==> config.mk <==
export PLATFORM = sky130hd
export DESIGN_NAME = logmul_iter
export DESIGN_NICKNAME = d
export VERILOG_FILES = /design/src/rtl/logmul_pkg.sv /design/src/rtl/logmul_lead1.sv /design/src/rtl/logmul_step.sv /design/src/rtl/logmul_iter.sv
export SDC_FILE = /design/constraint.sdc
export NUM_CORES = 1
export LEC_CHECK = 0
export BUFFER_PORTS_ARGS = -buffer_cell sky130_fd_sc_hd__buf_2
export CORE_MARGIN = 1.5
export CORE_UTILIZATION = 45
export CTS_CLUSTER_SIZE = 40
export DETAILED_ROUTE_END_ITERATION = 6
export GPL_ROUTABILITY_DRIVEN = 0
export GPL_TIMING_DRIVEN = 0
export SETUP_SLACK_MARGIN = 0.2
export SLEW_MARGIN = 40
export SYNTH_ARGS = -nofsm -noshare
export SYNTH_HDL_FRONTEND = slang
export SYNTH_SLANG_ARGS = --single-unit
==> constraint.sdc <==
create_clock -name clk -period 2.1 [get_ports clk]
set_input_delay 0.315 -clock clk [delete_from_list [all_inputs] [get_ports clk]]
set_output_delay 0.315 -clock clk [all_outputs]
set_load 0.05 [all_outputs]
==> src/rtl/logmul_pkg.sv <==
package logmul_pkg;
  typedef enum logic {
    RUN_IDLE = 1'b0,
    RUN_BUSY = 1'b1
  } run_e;
endpackage

==> src/rtl/logmul_lead1.sv <==
module logmul_lead1 #(
  parameter int W = 8
) (
  input  logic [W-1:0]         vec,
  output logic [$clog2(W)-1:0] pos
);
  localparam int PW = $clog2(W);

  always_comb begin
    pos = '0;
    for (int i = 0; i < W; i++) begin
      if (vec[i]) pos = PW'(i);
    end
  end
endmodule

==> src/rtl/logmul_step.sv <==
module logmul_step #(
  parameter int W = 8
) (
  input  logic [W-1:0]   ra,
  input  logic [W-1:0]   rb,
  output logic [2*W-1:0] term,
  output logic [W-1:0]   ar,
  output logic [W-1:0]   br,
  output logic           stop_exact
);
  localparam int PW = $clog2(W);
  localparam int DW = 2 * W;

  logic [PW-1:0] ja, kb;
  logic [PW:0]   sh;
  logic          tiny;
  logic          tail;

  logmul_lead1 #(.W(W)) u_lod_a (.vec(ra), .pos(ja));
  logmul_lead1 #(.W(W)) u_lod_b (.vec(rb), .pos(kb));

  always_comb begin
    ar   = ra & ~(W'(1) << ja);
    br   = rb & ~(W'(1) << kb);
    sh   = {1'b0, ja} + {1'b0, kb};
    tiny = (ar[W-1:1] == '0) && (br[W-1:1] == '0);
    tail = tiny & ar[0] & br[0];
    term = (DW'(1) << sh) + (DW'(br) << ja) + (DW'(ar) << kb) + DW'(tail);
    stop_exact = (ar == '0) || (br == '0) || tiny;
  end
endmodule

==> src/rtl/logmul_iter.sv <==
module logmul_iter
  import logmul_pkg::*;
#(
  parameter int W = 8
) (
  input  logic                   clk,
  input  logic                   rst_n,
  input  logic                   start,
  input  logic [W-1:0]           op_a,
  input  logic [W-1:0]           op_b,
  input  logic [$clog2(W)-1:0]   iter_cap,
  output logic [2*W-1:0]         product,
  output logic                   done,
  output logic                   exact
);
  localparam int CW = $clog2(W);
  localparam int DW = 2 * W;

  // reset synchronizer: assert async, release on clock
  logic [1:0] rst_q;
  logic       rst_sync_n;

  always_ff @(posedge clk or negedge rst_n) begin
    if (!rst_n) rst_q <= 2'b00;
    else        rst_q <= {rst_q[0], 1'b1};
  end
  assign rst_sync_n = rst_q[1];

  // state
  run_e          run_q, run_d;
  logic [W-1:0]  ra_q, ra_d, rb_q, rb_d;
  logic [DW-1:0] acc_q, acc_d;
  logic [CW-1:0] cnt_q, cnt_d, cap_q, cap_d;
  logic [DW-1:0] prod_q, prod_d;
  logic          exact_q, exact_d, done_q, done_d;
  logic          op_en, res_en, cap_en;

  // one pass of decomposition
  logic [DW-1:0] term, sum;
  logic [W-1:0]  ar, br;
  logic          stop_exact;
  logic [CW-1:0] cnt_nx;
  logic          zero_in, go;

  logmul_step #(.W(W)) u_step (
    .ra(ra_q), .rb(rb_q), .term(term), .ar(ar), .br(br), .stop_exact(stop_exact)
  );

  always_comb begin
    zero_in = (op_a == '0) || (op_b == '0);
    go      = start && !zero_in;
    sum     = acc_q + term;
    cnt_nx  = cnt_q + 1'b1;

    run_d   = run_q;
    ra_d    = ra_q;
    rb_d    = rb_q;
    acc_d   = acc_q;
    cnt_d   = cnt_q;
    cap_d   = cap_q;
    prod_d  = prod_q;
    exact_d = exact_q;
    done_d  = 1'b0;
    op_en   = 1'b0;
    res_en  = 1'b0;
    cap_en  = 1'b0;

    if (start) begin
      if (zero_in) begin
        run_d   = RUN_IDLE;
        prod_d  = '0;
        exact_d = 1'b1;
        done_d  = 1'b1;
        res_en  = 1'b1;
      end else begin
        run_d  = RUN_BUSY;
        ra_d   = op_a;
        rb_d   = op_b;
        acc_d  = '0;
        cnt_d  = '0;
        cap_d  = (iter_cap == '0) ? CW'(1) : iter_cap;
        op_en  = 1'b1;
        cap_en = 1'b1;
      end
    end else if (run_q == RUN_BUSY) begin
      if (stop_exact || (cnt_nx == cap_q)) begin
        run_d   = RUN_IDLE;
        prod_d  = sum;
        exact_d = stop_exact;
        done_d  = 1'b1;
        res_en  = 1'b1;
      end else begin
        ra_d  = ar;
        rb_d  = br;
        acc_d = sum;
        cnt_d = cnt_nx;
        op_en = 1'b1;
      end
    end
  end

  always_ff @(posedge clk or negedge rst_sync_n) begin
    if (!rst_sync_n) begin
      run_q   <= RUN_IDLE;
      done_q  <= 1'b0;
      ra_q    <= '0;
      rb_q    <= '0;
      acc_q   <= '0;
      cnt_q   <= '0;
      cap_q   <= CW'(1);
      prod_q  <= '0;
      exact_q <= 1'b0;
    end else begin
      run_q  <= run_d;
      done_q <= done_d;
      if (op_en) begin
        ra_q  <= ra_d;
        rb_q  <= rb_d;
        acc_q <= acc_d;
        cnt_q <= cnt_d;
      end
      if (cap_en) cap_q <= cap_d;
      if (res_en) begin
        prod_q  <= prod_d;
        exact_q <= exact_d;
      end
    end
  end

  assign product = prod_q;
  assign done    = done_q;
  assign exact   = exact_q;

  // zero operand finishes at once with an exact zero
  a_r1_zero_now: assert property (@(posedge clk) disable iff (!rst_sync_n)
    start && ((op_a == '0) || (op_b == '0)) |=> done && (product == '0) && exact);

  // completion pulse lasts one cycle
  a_r7_done_pulse: assert property (@(posedge clk) disable iff (!rst_sync_n)
    done && !start |=> !done);

  // result registers move only together with done
  a_r7_result_hold: assert property (@(posedge clk) disable iff (!rst_sync_n)
    !done |-> (product == $past(product)) && (exact == $past(exact)));

  // pass counter never reaches the cap while running
  a_r5_cnt_below_cap: assert property (@(posedge clk) disable iff (!rst_sync_n)
    (run_q == RUN_BUSY) |-> (cnt_q < cap_q) && (cap_q != '0));

  // partial sum only grows within one run
  a_r3_acc_grows: assert property (@(posedge clk) disable iff (!rst_sync_n)
    (run_q == RUN_BUSY) && $past(run_q == RUN_BUSY) && !$past(start) |-> acc_q >= $past(acc_q));
endmodule

==> summary.txt, run 1 <==
Outcome
  – Status: complete, but fails checks
  – Failing checks: setup timing

STA
  – RSZ-0062 raised after global routing: true
  – Max-slew violations: 0
  – Clk_skew: approximately 0.0064 ns
  – Max_slew headroom: between 40% and 50%
  – Fmax: about 190 MHz
  – Final setup viols: 53
  – Final setup TNS: -98.38 ns
  – Final hold vios: 0
  – Worst setup margin: -3.08 ns
  – Worst Max-Slew Pin Slew: between 0.8 and 0.9 ns
  – WHS: ~0.18 ns
  – Tmin final: between 5 and 6 ns
  – Period utilization: 247%

Min path
  – Hold path cells: 3
  – Worst Hold Launch: iter_cap[2]
  – Hold Path Class: input port to flop
  – Hold path endpoint: cap_q[2]

Routing
  – Via-to-Cell Ratio: approximately 6.1
  – Avg WL per Cell: around 21 um
  – ANT nets after route: 0
  – WL final: 17800 um
  – Number of remaining DRC errors: 0
  – Initial detailed-routing violation count: 440
  – DR pass1 iterations: 5
  – Via count: 5215

Floorplanning
  – Die Ht: 112 um
  – Starting density of the core: between 40 and 50%
  – Site Rows: 39
  – IO Pins: 40
  – Die W: around 110 um
  – Die ar.: 12500 um^2
  – Core footprint: ~11000 um^2

Global routing
  – Vias in the first global route: 5231
  – Initial antenna violation count: 0
  – Largest net degree at the start of global routing: 38
  – First-pass GRT wire length: roughly 28000 um
  – GRT Resource Usage Total: slightly below 30%
  – Aggregate global routing overflow: 0

Finish
  – Final core occ: 61.9%
  – Fraction of layout cells with a size suffix above 1: 33.6%
  – Final nets: 778
  – Final instance area: 7100 um^2
  – Area growth syn-to-layout: 33.5%
  – FF+latch area: approximately 1500 um^2
  – # diodes: 0
  – Multi-input logic area: slightly above 4000 um^2
  – # fillers: 1000

Worst setup path
  – Kind of critical path: flop to flop
  – Max incr delay on CP: about 0.54 ns
  – R2R Path End: acc_q[7]
  – R2R cell count: 20
  – Critical Path AT: between 5 and 6 ns
  – Worst reg2reg setup slack: -3.08 ns
  – Crit path max fanout: 8
  – CP max-delay cell: fa_2
  – Critical-path cell list: buf_4 > or2_4 > buf_8 > a31oi_4 > inv_1 > clkbuf_8 > fa_2 > buf_8 > nand2b_4 > or3_4 > fa_2 > fa_1 > inv_2 > fa_2 > a211oi_4 > o21bai_1 > a21oi_2 > xor2_2 > nor2_1 > mux2_4
  – Cell repeated most along the worst path: fa_2
  – Bufs and invs on worst path: 6
  – CP required: about 2.3 ns
  – Critical Path Source Type: flop
  – Kind of cell adding the most delay to the critical path: adder cells
  – Setup crit end kind: flop
  – FF-to-FF Start: rb_q[6]

Pwr
  – Worst IR drop on VDD: approximately 1.4 mV
  – Cell Pwr Density: about 1800 nW/um^2
  – Power Total: around 13 mW
  – Leak Pwr: just over 3 nW

Yosys
  – Dominant cells by area after synthesis: dfrtp_1, fa_1, inv_1
  – Leading area contributor after synthesis: dfrtp_1
  – Post-synthesis sequential area ratio: 27.8%
  – Async S/R FF share, synth: between 90% and 100%
  – Synthesized netlist cell count: 611
  – Yosys reg bits: between 50 and 60
  – Cell variety after synth: 71
  – Synth top area share: a little over a quarter
  – EDFF count, synth: 0
  – Ys flop type: dfrtp_1
  – YS warnings: 0
  – Post-Syn Area per Cell: between 8 and 9 um^2
  – Netlist Area Pre-Place: ~5300 um^2

CTS
  – CTS tree: built
  – Clk buf depth: 2
  – CTS sink cnt: a little under 60
  – Reg clk slew, reported paths: about 0.060 ns
  – Worst skew pair latency: approximately 0.34 ns
  – Total number of H-tree levels: 3
  – CTS Buf Count: 9
  – Root buf cell: clkbuf_16

Place
  – Post-DP HPWL: between 10000 and 15000 um
  – Post-placement cell area: 5900 um^2
  – Port Buf Inserts: 39

Flow run
  – Max-cap violations: 0
-- layout make-up --
class	instances	share of cell area [%]
plain buffers	27	2.94
clock buffers	10	3.37
clock inverters	6	0.917
inverters	68	3.77
multi-input cells	457	57.5
flip-flops and latches	59	21.0
well taps	143	2.52
repair buffers	84	8.06
-- cells by family (layout without fill, tap and decap cells) --
kind of cell / count (synthesis) / in the layout / synth area share (%)
adder cells (fa/ha/maj): 52 / 52 / 16.7
other: 2 / 3 / 0.141
AND/OR/NAND/NOR: 190 / 190 / 17.4
multiplexers: 28 / 28 / 6.10
AO/OA/AOI/OAI: 165 / 165 / 21.3
flip-flops: 59 / 59 / 27.8
buffers and inverters: 96 / 195 / 7.18
XOR/XNOR: 19 / 19 / 3.39
-- metrics by stage --
step	setup WS, ns	instances
CTS	-3.08	833
global route	-3.23	854
detailed placement	-3.57	795
floorplan	-2.82	612
global placement	-3.52	794
finish	-3.08	854
-- cells in the final DEF, fill, tap and decap left out, types with 8 or more instances in the layout --
cell,n
nor2_1,48
clkbuf_1,10
mux2_4,8
ha_4,12
nand3_1,18
fa_1,28
buf_2,40
o211ai_1,9
buf_6,8
a21oi_1,13
mux2_2,8
o21ai_0,39
buf_4,42
mux2i_1,10
nand2_1,45
nor3_1,10
inv_1,60
clkbuf_16,9
dfrtp_1,52
o21ai_1,8
-- what timing repair did --
action	CTS	global route
setup endpoints to repair	57	55
hold buffers	1	0
buffers inserted	21	22
gates resized for setup	41	90
endpoints found under the hold margin	2	0
pin swaps	33	36
-- synthesized netlist by cell type, types with 3 or more instances --
library cell / count
a211oi_1: 6
a21o_1: 6
a21oi_1: 23
a221o_1: 6
a221oi_1: 4
a22o_1: 3
a22oi_1: 3
a31oi_1: 5
a32oi_1: 7
and2_1: 6
and3_1: 7
buf_2: 3
clkbuf_1: 23
dfrtp_1: 58
fa_1: 32
ha_1: 18
inv_1: 64
mux2_2: 13
mux2_4: 3
mux2i_1: 11
nand2_1: 47
nand2b_1: 9
nand3_1: 21
nor2_1: 56
nor2b_1: 7
nor3_1: 15
nor4_1: 5
o211ai_1: 9
o21a_1: 5
o21ai_0: 47
o221ai_1: 3
o22ai_1: 5
o2bb2ai_1: 3
o311ai_0: 3
o31ai_1: 5
or2_2: 4
or3_1: 3
xnor2_1: 9
xor2_1: 9
-- report_power, final --
group,switching [mW],internal (mW)
combinational,5.34,4.03
clock,0.583,0.950
sequential,0.262,1.47
-- flip-flops by register name, summed over array words and instances (netlist names) --
signal / flops
exact: 1
cnt_q: 3
product: 16
ra_q: 8
run_q: 1
rb_q: 8
acc_q: 16
rst_q: 2
cap_q: 3
done: 1
-- tightest hold or removal path, stage by stage --
cell and delay [ns]:
buf_2 0.09, nand2_1 0.04, nand2_1 0.04
-- layer usage --
metal / share of wire [%] / global-route usage [%] / up-vias / wire length, um
met5: 0 / 0 / - / 0
met4: 3.1 / 12.1 / 0 / 548
met3: 6.8 / 5.88 / 54 / 1210
met2: 47 / 45.9 / 220 / 8440
met1: 43 / 38.8 / 2598 / 7630
li1: - / - / 2343 / -
-- worst max-delay path by stage --
stage	slack, ns	depth (start not counted)	to	from
2_1_floorplan	-2.82	19	acc_q[13]	ra_q[1]
3_3_place_gp	-3.52	23	acc_q[13]	rb_q[2]
3_5_place_dp	-3.57	23	product[7]	rb_q[2]
4_1_cts	-3.08	20	acc_q[7]	ra_q[2]
5_1_grt	-3.23	21	product[11]	ra_q[2]
6_report	-3.08	20	acc_q[7]	rb_q[6]
Power figures use the tool's default switching activity.
==> run 2: changes to the inputs <==
--- a/config.mk
+++ b/config.mk
@@ -13,6 +13,7 @@
 export GPL_ROUTABILITY_DRIVEN = 0
 export GPL_TIMING_DRIVEN = 0
 export SETUP_SLACK_MARGIN = 0.2
+export SKIP_LAST_GASP = 1
 export SLEW_MARGIN = 40
 export SYNTH_ARGS = -nofsm -noshare
 export SYNTH_HDL_FRONTEND = slang
==> summary.txt, run 2 (synthesis results as in run 1) <==
Floorplanning
  – Die Ht: 112 um
  – Site Rows: 39
  – Starting density of the core: 46.4%
  – Core footprint: approximately 11000 um^2
  – Die W: 112 um
  – Die ar.: between 10000 and 15000 um^2
  – IO Pins: 40

Worst setup path
  – Critical Path AT: roughly 5.4 ns
  – Bufs and invs on worst path: 8
  – Kind of cell adding the most delay to the critical path: adder cells
  – Setup crit end kind: flop
  – Critical-path cell list: buf_4 > or2_4 > buf_8 > a31oi_4 > inv_1 > clkbuf_8 > fa_2 > buf_8 > nand2b_4 > or3_4 > fa_2 > fa_1 > inv_2 > buf_6 > ha_4 > a21oi_4 > a2bb2oi_4 > a221o_1 > buf_4 > xor2_4 > nor3_1 > a211o_1
  – Critical Path Source Type: flop
  – CP max-delay cell: fa_2
  – CP required: roughly 2.3 ns
  – Crit path max fanout: 8
  – Kind of critical path: flop to flop
  – Max incr delay on CP: ~0.54 ns

STA
  – Max-slew violations: 0
  – Final hold vios: 0
  – Clk_skew: about 0.0070 ns
  – WHS: 0.177 ns
  – Tmin final: 5.16 ns
  – Worst setup margin: -3.06 ns
  – Final setup viols: between 50 and 60
  – Worst Max-Slew Pin Slew: slightly above 0.8 ns
  – Max_slew headroom: 45.7%
  – Fmax: between 150 and 200 MHz
  – RSZ-0062 raised after global routing: true
  – Period utilization: 246%

Place
  – DP Worst Slack: -3.57 ns
  – Port Buf Inserts: 39
  – Post-DP HPWL: about 13000 um

CTS
  – Root buf cell: clkbuf_16
  – Total number of H-tree levels: 3
  – Worst skew pair latency: between 0.3 and 0.4 ns
  – CTS sink cnt: 59
  – Reg clk slew, reported paths: roughly 0.06 ns
  – CTS Buf Count: 9
  – Clk buf depth: 2
  – CTS tree: built

Finish
  – Final nets: around 800
  – Fraction of layout cells with a size suffix above 1: a little over a third
  – # fillers: around 950
  – FF+latch area: ~1500 um^2
  – Leading cell type in the layout, fill and taps excluded: inv_1
  – Final core occ: between 60% and 70%
  – Most frequent cells in the layout: inv_1, dfrtp_1, buf_4
  – Area growth syn-to-layout: 38.0%
  – Multi-input logic area: ~4100 um^2
  – # diodes: 0

Routing
  – Avg WL per Cell: 20.9 um
  – Via-to-Cell Ratio: between 6 and 7
  – Via count: between 5000 and 6000
  – Number of remaining DRC errors: 0
  – Initial detailed-routing violation count: 439
  – WL final: ~18000 um
  – DR pass1 iterations: 5
  – ANT nets after route: 0

Global routing
  – Largest net degree at the start of global routing: 38
  – Initial antenna violation count: 0
  – GRT Resource Usage Total: a little under 30%
  – First-pass GRT wire length: around 28000 um
  – Aggregate global routing overflow: 0
  – Vias in the first global route: 5231

Pwr
  – Power Total: about 13 mW
  – Sw Share: approximately 49%
  – Psw: roughly 6.2 mW
  – Cell Pwr Density: 1750 nW/um^2
  – Sequential Power Share: a little over an eighth
  – P_int: approximately 6.6 mW
  – Worst IR drop on VDD: around 1.5 mV
  – Combinational power share: 74.4%
  – Clk pwr share: between 10% and 20%
  – Leak Pwr: 3.22 nW

Outcome
  – Status: complete, but fails checks
  – Failing checks: setup timing

Min path
  – Hold Path Class: input port to flop

Flow run
  – Max-cap violations: 0
## run 2: cell count changes in the layout (fill, tap and decap cells not counted), sizes merged
cell / change
clkbuf: +2
clkinv: +1
a22o: +1
buf: +14
inv: -1
## run 2: final timing paths
| check | startpoint | to | slack (ns) | depth (start not counted) |
|---|---|---|---|---|
| max | rb_q[6] | product[10] | -3.06 | 22 |
| min | iter_cap[2] | cap_q[2] | 0.18 | 3 |
| max reg2reg | rb_q[6] | product[10] | -3.06 | 22 |
| min reg2reg | rst_q[1] | product[0] | 0.22 | 0 |
| max in group asynchronous | rst_q[1] | cap_q[0] | 1.33 | 1 |
| min in group asynchronous | rst_q[1] | product[0] | 0.22 | 0 |
## run 2: cell type report
class / instances / area share [%]
sequential: 59 / 20.3
buffer: 27 / 3.12
multi-input combinational: 458 / 56.4
inverter: 68 / 3.68
timing repair buffer: 100 / 9.93
clock buffer: 10 / 3.26
clock inverter: 6 / 0.887
tap: 143 / 2.44
## run 2: power groups by stage
stage	Sequential [mW]	Combinational [mW]	Clock, mW
after floorplan	2.14	5.01	0
after global placement	1.74	6.98	0
after detailed placement	1.74	7.12	0
after CTS	1.72	7.92	1.55
after global routing	1.78	10.3	1.60
final	1.73	9.54	1.54
## run 2: what timing repair did
item	in CTS	in global routing
endpoints found under the setup margin	57	55
hold buffers	1	0
pin swaps	33	42
gates cloned	0	2
resized for setup	40	117
hold endpoints to repair	2	0
buffers inserted	21	37
## run 2: per-layer routing
metal | GRT usage [%] | part of all wire [%]
met5 | 0 | 0
met4 | 12.1 | 3.0
met3 | 5.88 | 7.2
met2 | 45.9 | 48
met1 | 38.8 | 42
## run 2: per-stage QoR
stage          area (um^2)  cells  setup TNS (ns)
6_report              7340    871          -99.34
5_1_grt               7340    871         -106.12
4_1_cts               6550    833         -103.58
3_5_place_dp          5900    795         -119.79
3_3_place_gp          5870    794         -144.42
2_1_floorplan         5500    612          -84.06
## run 2: worst reg2reg max path, stage by stage, from the launching register on
cell and delay (ns):
dfrtp_1 0.35, buf_4 0.16, or2_4 0.25, buf_8 0.14, a31oi_4 0.17, inv_1 0.08, clkbuf_8 0.16, fa_2 0.54
buf_8 0.13, nand2b_4 0.05, or3_4 0.33, fa_2 0.43, fa_1 0.52, inv_2 0.06, buf_6 0.12, ha_4 0.26
a21oi_4 0.06, a2bb2oi_4 0.18, a221o_1 0.37, buf_4 0.17, xor2_4 0.17, nor3_1 0.06, a211o_1 0.24
